### config.mk
export PLATFORM = sky130hd
export DESIGN_NAME = trc_cmp_bank
export DESIGN_NICKNAME = d
export VERILOG_FILES = /design/src/rtl/trc_cmp_pkg.sv /design/src/rtl/trc_addr_match.sv /design/src/rtl/trc_sticky.sv /design/src/rtl/trc_cmp_slice.sv /design/src/rtl/trc_cmp_bank.sv
export SDC_FILE = /design/constraint.sdc
export NUM_CORES = 1
export LEC_CHECK = 0
export BUFFER_PORTS_ARGS = -buffer_cell sky130_fd_sc_hd__buf_2
export CORE_AREA = 2 2 190 192
export CTS_CLUSTER_DIAMETER = 150
export DETAILED_ROUTE_END_ITERATION = 6
export DIE_AREA = 0 0 192 194
export PLACE_DENSITY_LB_ADDON = 0.05
export SYNTH_ARGS = -nofsm -noshare
export SYNTH_HDL_FRONTEND = slang
export SYNTH_SLANG_ARGS = --single-unit
### constraint.sdc
create_clock -name clk -period 5.55 [get_ports clk]
set_clock_uncertainty 0.05 [all_clocks]
set_input_delay 0.2775 -clock clk [delete_from_list [all_inputs] [get_ports clk]]
set_output_delay 0.2775 -clock clk [all_outputs]
set_load 0.005 [all_outputs]
### src/rtl/trc_cmp_pkg.sv
package trc_cmp_pkg;

  typedef struct packed {
    logic ev;
    logic te;
    logic ss;
    logic vw;
  } hits_t;

  // Consumer routing: event sees sticky only for range kind,
  // view always, enable and start/stop never.
  function automatic hits_t route_hits(input logic raw, input logic stk,
                                       input logic is_range);
    hits_t r;
    r.ev = raw | (is_range & stk);
    r.te = raw;
    r.ss = raw;
    r.vw = raw | stk;
    return r;
  endfunction

endpackage

### src/rtl/trc_addr_match.sv
module trc_addr_match #(
  parameter int AW = 32
) (
  input  logic [AW-1:0] addr,
  input  logic [AW-1:0] lo,
  input  logic [AW-1:0] hi,
  input  logic [AW-1:0] mask,
  input  logic          is_range,
  output logic          hit
);
  logic in_range;
  logic eq_masked;

  always_comb begin
    in_range  = (addr >= lo) && (addr <= hi);
    eq_masked = (((addr ^ lo) & ~mask) == '0);
    hit       = is_range ? in_range : eq_masked;
  end
endmodule

### src/rtl/trc_sticky.sv
module trc_sticky #(
  parameter int TW = 4
) (
  input  logic          clk,
  input  logic          rst_n,
  input  logic          clr,
  input  logic          set,
  input  logic [TW-1:0] set_tag,
  input  logic          done_valid,
  input  logic [TW-1:0] done_tag,
  output logic          sticky
);
  logic [TW-1:0] tag_q;

  always_ff @(posedge clk) begin
    if (!rst_n) begin
      sticky <= 1'b0;
      tag_q  <= '0;
    end else if (clr) begin
      sticky <= 1'b0;
    end else if (set) begin
      sticky <= 1'b1;
      tag_q  <= set_tag;
    end else if (done_valid && (done_tag == tag_q)) begin
      sticky <= 1'b0;
    end
  end
endmodule

### src/rtl/trc_cmp_slice.sv
module trc_cmp_slice
  import trc_cmp_pkg::*;
#(
  parameter int AW = 32,
  parameter int TW = 4
) (
  input  logic          clk,
  input  logic          rst_n,
  input  logic          unit_en,
  input  logic          en,
  input  logic          is_range,
  input  logic          is_data,
  input  logic          wr,
  input  logic [AW-1:0] lo,
  input  logic [AW-1:0] hi,
  input  logic [AW-1:0] mask,
  input  logic          ia_valid,
  input  logic [AW-1:0] ia_addr,
  input  logic          ia_is_data,
  input  logic [TW-1:0] ia_tag,
  input  logic          da_valid,
  input  logic [AW-1:0] da_addr,
  input  logic          dc_valid,
  input  logic [TW-1:0] dc_tag,
  output logic          ev,
  output logic          te,
  output logic          ss,
  output logic          vw,
  output logic          sticky
);
  logic [AW-1:0] sel_addr;
  logic          sel_valid;
  logic          addr_hit;
  logic          live;
  logic          raw;
  logic          set_stk;
  logic          clr_stk;
  hits_t         hits;

  assign sel_addr  = is_data ? da_addr  : ia_addr;
  assign sel_valid = is_data ? da_valid : ia_valid;
  assign live      = unit_en & en;

  trc_addr_match #(.AW(AW)) u_match (
    .addr     (sel_addr),
    .lo       (lo),
    .hi       (hi),
    .mask     (mask),
    .is_range (is_range),
    .hit      (addr_hit)
  );

  assign raw     = live & sel_valid & addr_hit;
  assign set_stk = raw & ~is_data & ia_is_data;
  assign clr_stk = wr | ~live;

  trc_sticky #(.TW(TW)) u_sticky (
    .clk        (clk),
    .rst_n      (rst_n),
    .clr        (clr_stk),
    .set        (set_stk),
    .set_tag    (ia_tag),
    .done_valid (dc_valid),
    .done_tag   (dc_tag),
    .sticky     (sticky)
  );

  assign hits = route_hits(raw, sticky & live, is_range);

  always_ff @(posedge clk) begin
    if (!rst_n) begin
      ev <= 1'b0;
      te <= 1'b0;
      ss <= 1'b0;
      vw <= 1'b0;
    end else begin
      ev <= hits.ev;
      te <= hits.te;
      ss <= hits.ss;
      vw <= hits.vw;
    end
  end
endmodule

### src/rtl/trc_cmp_bank.sv
module trc_cmp_bank #(
  parameter int N  = 4,
  parameter int AW = 32,
  parameter int TW = 4
) (
  input  logic            clk,
  input  logic            rst_n,
  input  logic            unit_en,
  input  logic [N-1:0]    cfg_en,
  input  logic [N-1:0]    cfg_range,
  input  logic [N-1:0]    cfg_data,
  input  logic [N-1:0]    cfg_wr,
  input  logic [N*AW-1:0] cfg_lo,
  input  logic [N*AW-1:0] cfg_hi,
  input  logic [N*AW-1:0] cfg_mask,
  input  logic            ia_valid,
  input  logic [AW-1:0]   ia_addr,
  input  logic            ia_is_data,
  input  logic [TW-1:0]   ia_tag,
  input  logic            da_valid,
  input  logic [AW-1:0]   da_addr,
  input  logic            dc_valid,
  input  logic [TW-1:0]   dc_tag,
  output logic [N-1:0]    hit_event,
  output logic [N-1:0]    hit_tenable,
  output logic [N-1:0]    hit_startstop,
  output logic [N-1:0]    hit_view
);
  logic [N-1:0] sticky_q;

  for (genvar i = 0; i < N; i++) begin : g_cmp
    trc_cmp_slice #(.AW(AW), .TW(TW)) u_slice (
      .clk        (clk),
      .rst_n      (rst_n),
      .unit_en    (unit_en),
      .en         (cfg_en[i]),
      .is_range   (cfg_range[i]),
      .is_data    (cfg_data[i]),
      .wr         (cfg_wr[i]),
      .lo         (cfg_lo[i*AW +: AW]),
      .hi         (cfg_hi[i*AW +: AW]),
      .mask       (cfg_mask[i*AW +: AW]),
      .ia_valid   (ia_valid),
      .ia_addr    (ia_addr),
      .ia_is_data (ia_is_data),
      .ia_tag     (ia_tag),
      .da_valid   (da_valid),
      .da_addr    (da_addr),
      .dc_valid   (dc_valid),
      .dc_tag     (dc_tag),
      .ev         (hit_event[i]),
      .te         (hit_tenable[i]),
      .ss         (hit_startstop[i]),
      .vw         (hit_view[i]),
      .sticky     (sticky_q[i])
    );
  end
endmodule

After elaboration in Yosys (flattened, before gate mapping)

Cells that the tools add are included.

Div/mod/pow operators: 0
Magnitude comparators: 8
Equal/unequal tests: 4
$mul: 0
Add/sub/neg operators: 0
Muxes and demuxes: 20
Shifts and indexed selects: 0
Reductions and logical operators: 24
Bitwise gates (word level): 65

Operators by type and width:

| kind                               | number |
|---|---|
| bitwise AND 32 bit                 | 4 |
| greater-or-equal comparator 32 bit | 4 |
| <= comparator 32 bit               | 4 |
| logical NOT 32 bit                 | 4 |
| two-way mux 32 bit                 | 4 |
| inverter 32 bit                    | 4 |
| XOR 32 bit                         | 4 |
| bitwise AND 1 bit                  | 28 |
| == test 4 bit                      | 4 |
| two-way mux 1 bit                  | 16 |
| inverter 1 bit                     | 13 |
| bitwise OR 1 bit                   | 12 |
| logical AND 1 bit                  | 8 |
| AND reduction 2 bit                | 4 |
| nonzero test 2 bit                 | 4 |
| OR reduction 2 bit                 | 4 |

Bits in latches: 0
Bits in writable memories: 0
Bits in read-only memories: 0
Bits of input ports: 479
Bits in registers: 32
Output and inout port bits: 16
Word-level logic and storage cells: 141
Memories: 0

Logic depth before layout (Yosys ltp)

Word-level depth: 9
Depth in mapped cells: 13
Mapped depth without buffers: 10

Hierarchy

From an unflattened synthesis, not the netlist that was laid out.

Cell total of the unflattened synthesis: 1,280
Area, all modules: 10,403.7 um^2

By module, submodules not included:

| module                                         | instances | seq. area each (um^2) | area an instance (um^2) | cells each |
|---|---|---|---|---|
| trc_addr_match at g_cmp[0].u_slice.u_match ... | 3         | 0.0                   | 1,813.0                 | 247 |
| trc_cmp_slice                                  | 4         | 60.1                  | 549.3                   | 49 |
| trc_addr_match at g_cmp[1].u_slice.u_match     | 1         | 0.0                   | 1,796.7                 | 247 |
| trc_sticky                                     | 4         | 100.1                 | 242.7                   | 24 |

Least setup slack after synthesis

Ideal clock, no wire load.

Kind: input-to-reg
Start: in cfg_data[1]
End: reg g_cmp[1].u_slice.u_sticky.tag_q[0]
Required time: 5,428 ps
Arrival: 3,304 ps
Setup time: 72 ps
Slack: 2,125 ps
Stages on the path: 13
Path buffers: 3
Cell sequence: clkbuf_1 > buf_1 > mux2_2 > ha_1 > o22ai_1 > or4_1 > nor4_1 > a21oi_1 > or3_1 > a21oi_2 > and4_1 > buf_4 > mux2i_1

Longest elaborated chain between the ends: 9
Elaborated cells on any way between the ends: 15
Those cells by class: order compare (2); mux (3); bitwise (7); reduce/logical (3)

Ends and longest elaborated chain:

| item                                                                       | line                | source |
|---|---|---|
| start: declaration                                                         | trc_cmp_bank.sv:11  | `input logic [N-1:0] cfg_data,` |
| branches (longest 6 deep; another with greater-or-equal comparator 32 bit) | -                   |  |
| bitwise AND 1 bit (*) (2 in series)                                        | trc_cmp_slice.sv:54 | `assign set_stk = raw & ~is_data & ia_is_data;` |
| AND reduction 2 bit (no line) (*)                                          | -                   |  |
| end signal: assignment                                                     | trc_sticky.sv:23    | `tag_q <= set_tag;` |
| end: declaration                                                           | trc_sticky.sv:13    | `logic [TW-1:0] tag_q;` |

Mark *: on every way between the ends.
A chain may end at the register's enable or synchronous reset.

Worst setup path in the final report

Start: in cfg_data[2]
End: reg g_cmp[2].u_slice.u_sticky.tag_q[1]

Longest elaborated chain between the ends: 9
Elaborated cells on any way between the ends: 15
Those cells by class: order compare (2); mux (3); bitwise (7); reduce/logical (3)

Ends and longest elaborated chain:

| item                                                                       | line |
|---|---|
| branches (longest 6 deep; another with greater-or-equal comparator 32 bit) | - |
| bitwise AND 1 bit (*) (2 in series)                                        | trc_cmp_slice.sv:54 |
| AND reduction 2 bit (no line) (*)                                          | - |
| end signal: assignment                                                     | trc_sticky.sv:23 |
| end: declaration                                                           | trc_sticky.sv:13 |

Marks and branches as above.

==> flow_metrics.env <==
export IMPL_synth_seq_area_share_pct=6.41
export IMPL_clock_sinks=32
export IMPL_slowest_stage="a2111oi_0"
export IMPL_initial_core_util_pct=28.4
export IMPL_critPathMaxStageDelay_ns=0.97
export IMPL_dp_hpwl_mm=50.7
export IMPL_worstRegToRegCells=3
export IMPL_worstSetupEndpointType="flop"
export IMPL_gp_congestion=0.961
export IMPL_grt_use_total_pct=28.9
export IMPL_regToRegStartpoint="g_cmp[1].u_slice.u_sticky.tag_q[2]$_SDFFE_PN0P_"
export IMPL_post_cts_buffers=0
export IMPL_whs_ns=0.218
export IMPL_tns_ns=0
export IMPL_power_w=0.00162
export IMPL_cp_arrival_ns=4.19
export IMPL_postRouteAntennaNets=0
export IMPL_vdd_drop_max_v=0.0000911
export IMPL_crit_chain="buf_2 -> buf_4 -> mux2_2 -> ha_1 -> a21oi_1 -> o21ai_0 -> a2111oi_0 -> a21o_1 -> a21oi_1 -> nand4_1 -> mux2i_1"
export IMPL_postCtsHoldBufs=0
export IMPL_pwr_density_cell_nw_per_um2=125
export IMPL_std_cell_rows=69
export IMPL_final_common_cell="buf_2"
export IMPL_drv_cap=0
export IMPL_syn_inst=1303
export IMPL_die_y_um=194
export IMPL_wl_per_cell_um=25.0
export IMPL_ios=495
export IMPL_reg2reg_to="g_cmp[1].u_slice.u_sticky.sticky$_SDFFE_PP0P_"
export IMPL_startpoint_type="input pin"
export IMPL_syn_to_final_growth_pct=29.7
export IMPL_grt_pass1_wl_mm=78.1
export IMPL_synth_cell_types=58
export IMPL_syn_area_um2=10000
export IMPL_synth_warning_count=0
export IMPL_worstMarginPinSlew_ns=1.06
export IMPL_clkLatencyLatePin_ns=0.28
export IMPL_synth_seq_cells=32
export IMPL_worstHoldPathType="input pin to flop"
export IMPL_post_cts_resized=0
export IMPL_layout_cells_non_filler=2234
export IMPL_synth_edf_count=0
export IMPL_die_w_um=192
export IMPL_avgSynthCellArea_um2=7.67
export IMPL_cts_root_buffer="clkbuf_16"
export IMPL_core_um2=35200
export IMPL_drtIter0Drc=471
export IMPL_most_common_layout_cells="494 x buf_2, 256 x ha_1, 251 x inv_1"
export IMPL_leakage_nw=7.30
export IMPL_min_to="g_cmp[3].u_slice.u_sticky.sticky$_SDFFE_PP0P_"
export IMPL_layout_nets=2502
export IMPL_syn_nets=2038
export IMPL_relSlewSlack_pct=27.7
export IMPL_cp_max_fo=26
export IMPL_antenna_found_initial=9
export IMPL_setup_violations=0
export IMPL_grt_max_degree=35
export IMPL_grt_pass1_vias=12309
export IMPL_cpMostUsedCell="a21oi_1"
export IMPL_outcome="completed"
export IMPL_routed_via_density=5.16
export IMPL_grt_ovfl_total=0
export IMPL_path_clk_slew_ns=0.05
export IMPL_drt_pass1_iterations=5
export IMPL_rsz0062_at_grt="no"
export IMPL_drc=0
export IMPL_drive_above_1_share_pct=35.8
export IMPL_utilization_pct=36.8
export IMPL_ys_flop_type="dfxtp_1"
export IMPL_placedCellCount=2221
export IMPL_min_period_ns=4.03
export IMPL_cts_buffers_inserted=5
export IMPL_cts_tree="built"
export IMPL_die_area_um2=37200
export IMPL_cts_max_path_buffers=2
export IMPL_vias=11538
export IMPL_post_route_period_util_pct=72.6
export IMPL_slew_violations=0
export IMPL_min_delay_start="cfg_wr[3]"
export IMPL_wl_mm=55.9
export IMPL_io_buffers=494
export IMPL_reg2reg_slack_ns=4.36
export IMPL_cts_htree_levels=2
export IMPL_ys_async_sr_fraction_pct=0
export IMPL_max_freq_ghz=0.248
export IMPL_critical_path_class="input pin to flop"
export IMPL_hold_path_cell_count=4
export IMPL_report_final_hold_viol_count=0
export IMPL_required_ns=5.71
cell families (layout without fill, tap and decap cells):
| logic type | count (synthesis) | count (layout) | share of synthesized area, % |
|---|---|---|---|
| fa+ha+maj | 256 | 256 | 32.0 |
| compound gates | 280 | 280 | 17.6 |
| buf+inv | 291 | 755 | 11.9 |
| xor+xnor | 16 | 16 | 1.40 |
| simple gates | 280 | 280 | 14.2 |
| other cells | 0 | 6 | 0 |
| mux | 148 | 148 | 16.4 |
| flops | 32 | 32 | 6.41 |
sequential cells by signal, summed over array words and instances (netlist names):
| register | flops |
|---|---|
| g_cmp.u_slice.te | 4 |
| g_cmp.u_slice.ev | 4 |
| g_cmp.u_slice.vw | 4 |
| g_cmp.u_slice.u_sticky.sticky | 4 |
| g_cmp.u_slice.u_sticky.tag_q | 16 |
per-stage QoR:
step                setup slack, ns  area [µm²]
CTS                            1.64       13000
detailed placement             1.37       12800
floorplan                      2.12       10000
global placement               1.37       12800
global route                   1.46       13000
finish                         1.52       13000
synthesized netlist by cell type, drive strengths merged (5+ instances only):
cell     number  area (µm²)
nor2         39         146
a211oi       13        97.6
o221ai        7        61.3
o22ai        52         325
inv         251         942
xor2         12         105
a2111oi       5        43.8
ha          256        3200
nor3         10        50.1
o22a          6        52.6
nand4        39         244
a21oi       105         533
a211o         7        61.3
nand3        40         200
nand2b        6        37.5
o41ai         6        52.6
buf          23         176
o211ai        5        37.5
a221oi        5        43.8
and4          7        61.3
mux2i        24         240
mux2        124        1400
dfxtp        32         641
o21ai        33         165
clkbuf       14        52.6
nor2b        11        68.8
a21o         16         120
or4          10        78.8
nand2        88         330
nor4         14        93.8
and3          6        38.8
area by class of cell:
class	instances	area (µm²)
clock inverters	1	5.00
multi-input cells	980	8170
well taps	461	577
inverters	252	946
diodes	6	15.0
repair buffers	496	2490
flip-flops and latches	32	641
clock buffers	6	129
fillers	3883	22300
report_power, final:
part           internal [W]  switching [W]
registers          0.000231    0.000000482
clock network      0.000163       0.000101
logic              0.000482       0.000641
total              0.000876       0.000742
how the worst max path moves through the flow:
stage,to,from,depth (start not counted)
final,g_cmp[2].u_slice.u_sticky.tag_q[1]$_SDFFE_PN0P_,cfg_data[2],11
after global routing,g_cmp[2].u_slice.u_sticky.tag_q[2]$_SDFFE_PN0P_,cfg_data[2],11
after CTS,g_cmp[2].u_slice.u_sticky.tag_q[1]$_SDFFE_PN0P_,cfg_data[2],11
after detailed placement,g_cmp[2].u_slice.u_sticky.tag_q[1]$_SDFFE_PN0P_,cfg_data[2],11
after global placement,g_cmp[2].u_slice.u_sticky.tag_q[1]$_SDFFE_PN0P_,cfg_data[2],11
after floorplan,g_cmp[1].u_slice.u_sticky.tag_q[0]$_SDFFE_PN0P_,cfg_data[1],13
metal layers:
metal  global-route usage, %  share of wire (%)  vias up
met3                    3.80                6.1       74
met5                       0              0.023        -
met1                    35.3                 42     5328
met2                    52.8                 49      507
met4                    7.21                2.7        2
li1                        -                  -     5627
critical path, delay by kind of cell:
kind,cells,cell delay (ns)
AO/OA/AOI/OAI,5,1.72
adder cells (fa/ha/maj),1,0.33
buffers and inverters,2,0.87
multiplexers,2,0.62
AND/OR/NAND/NOR,1,0.33
Power figures use the tool's default switching activity.
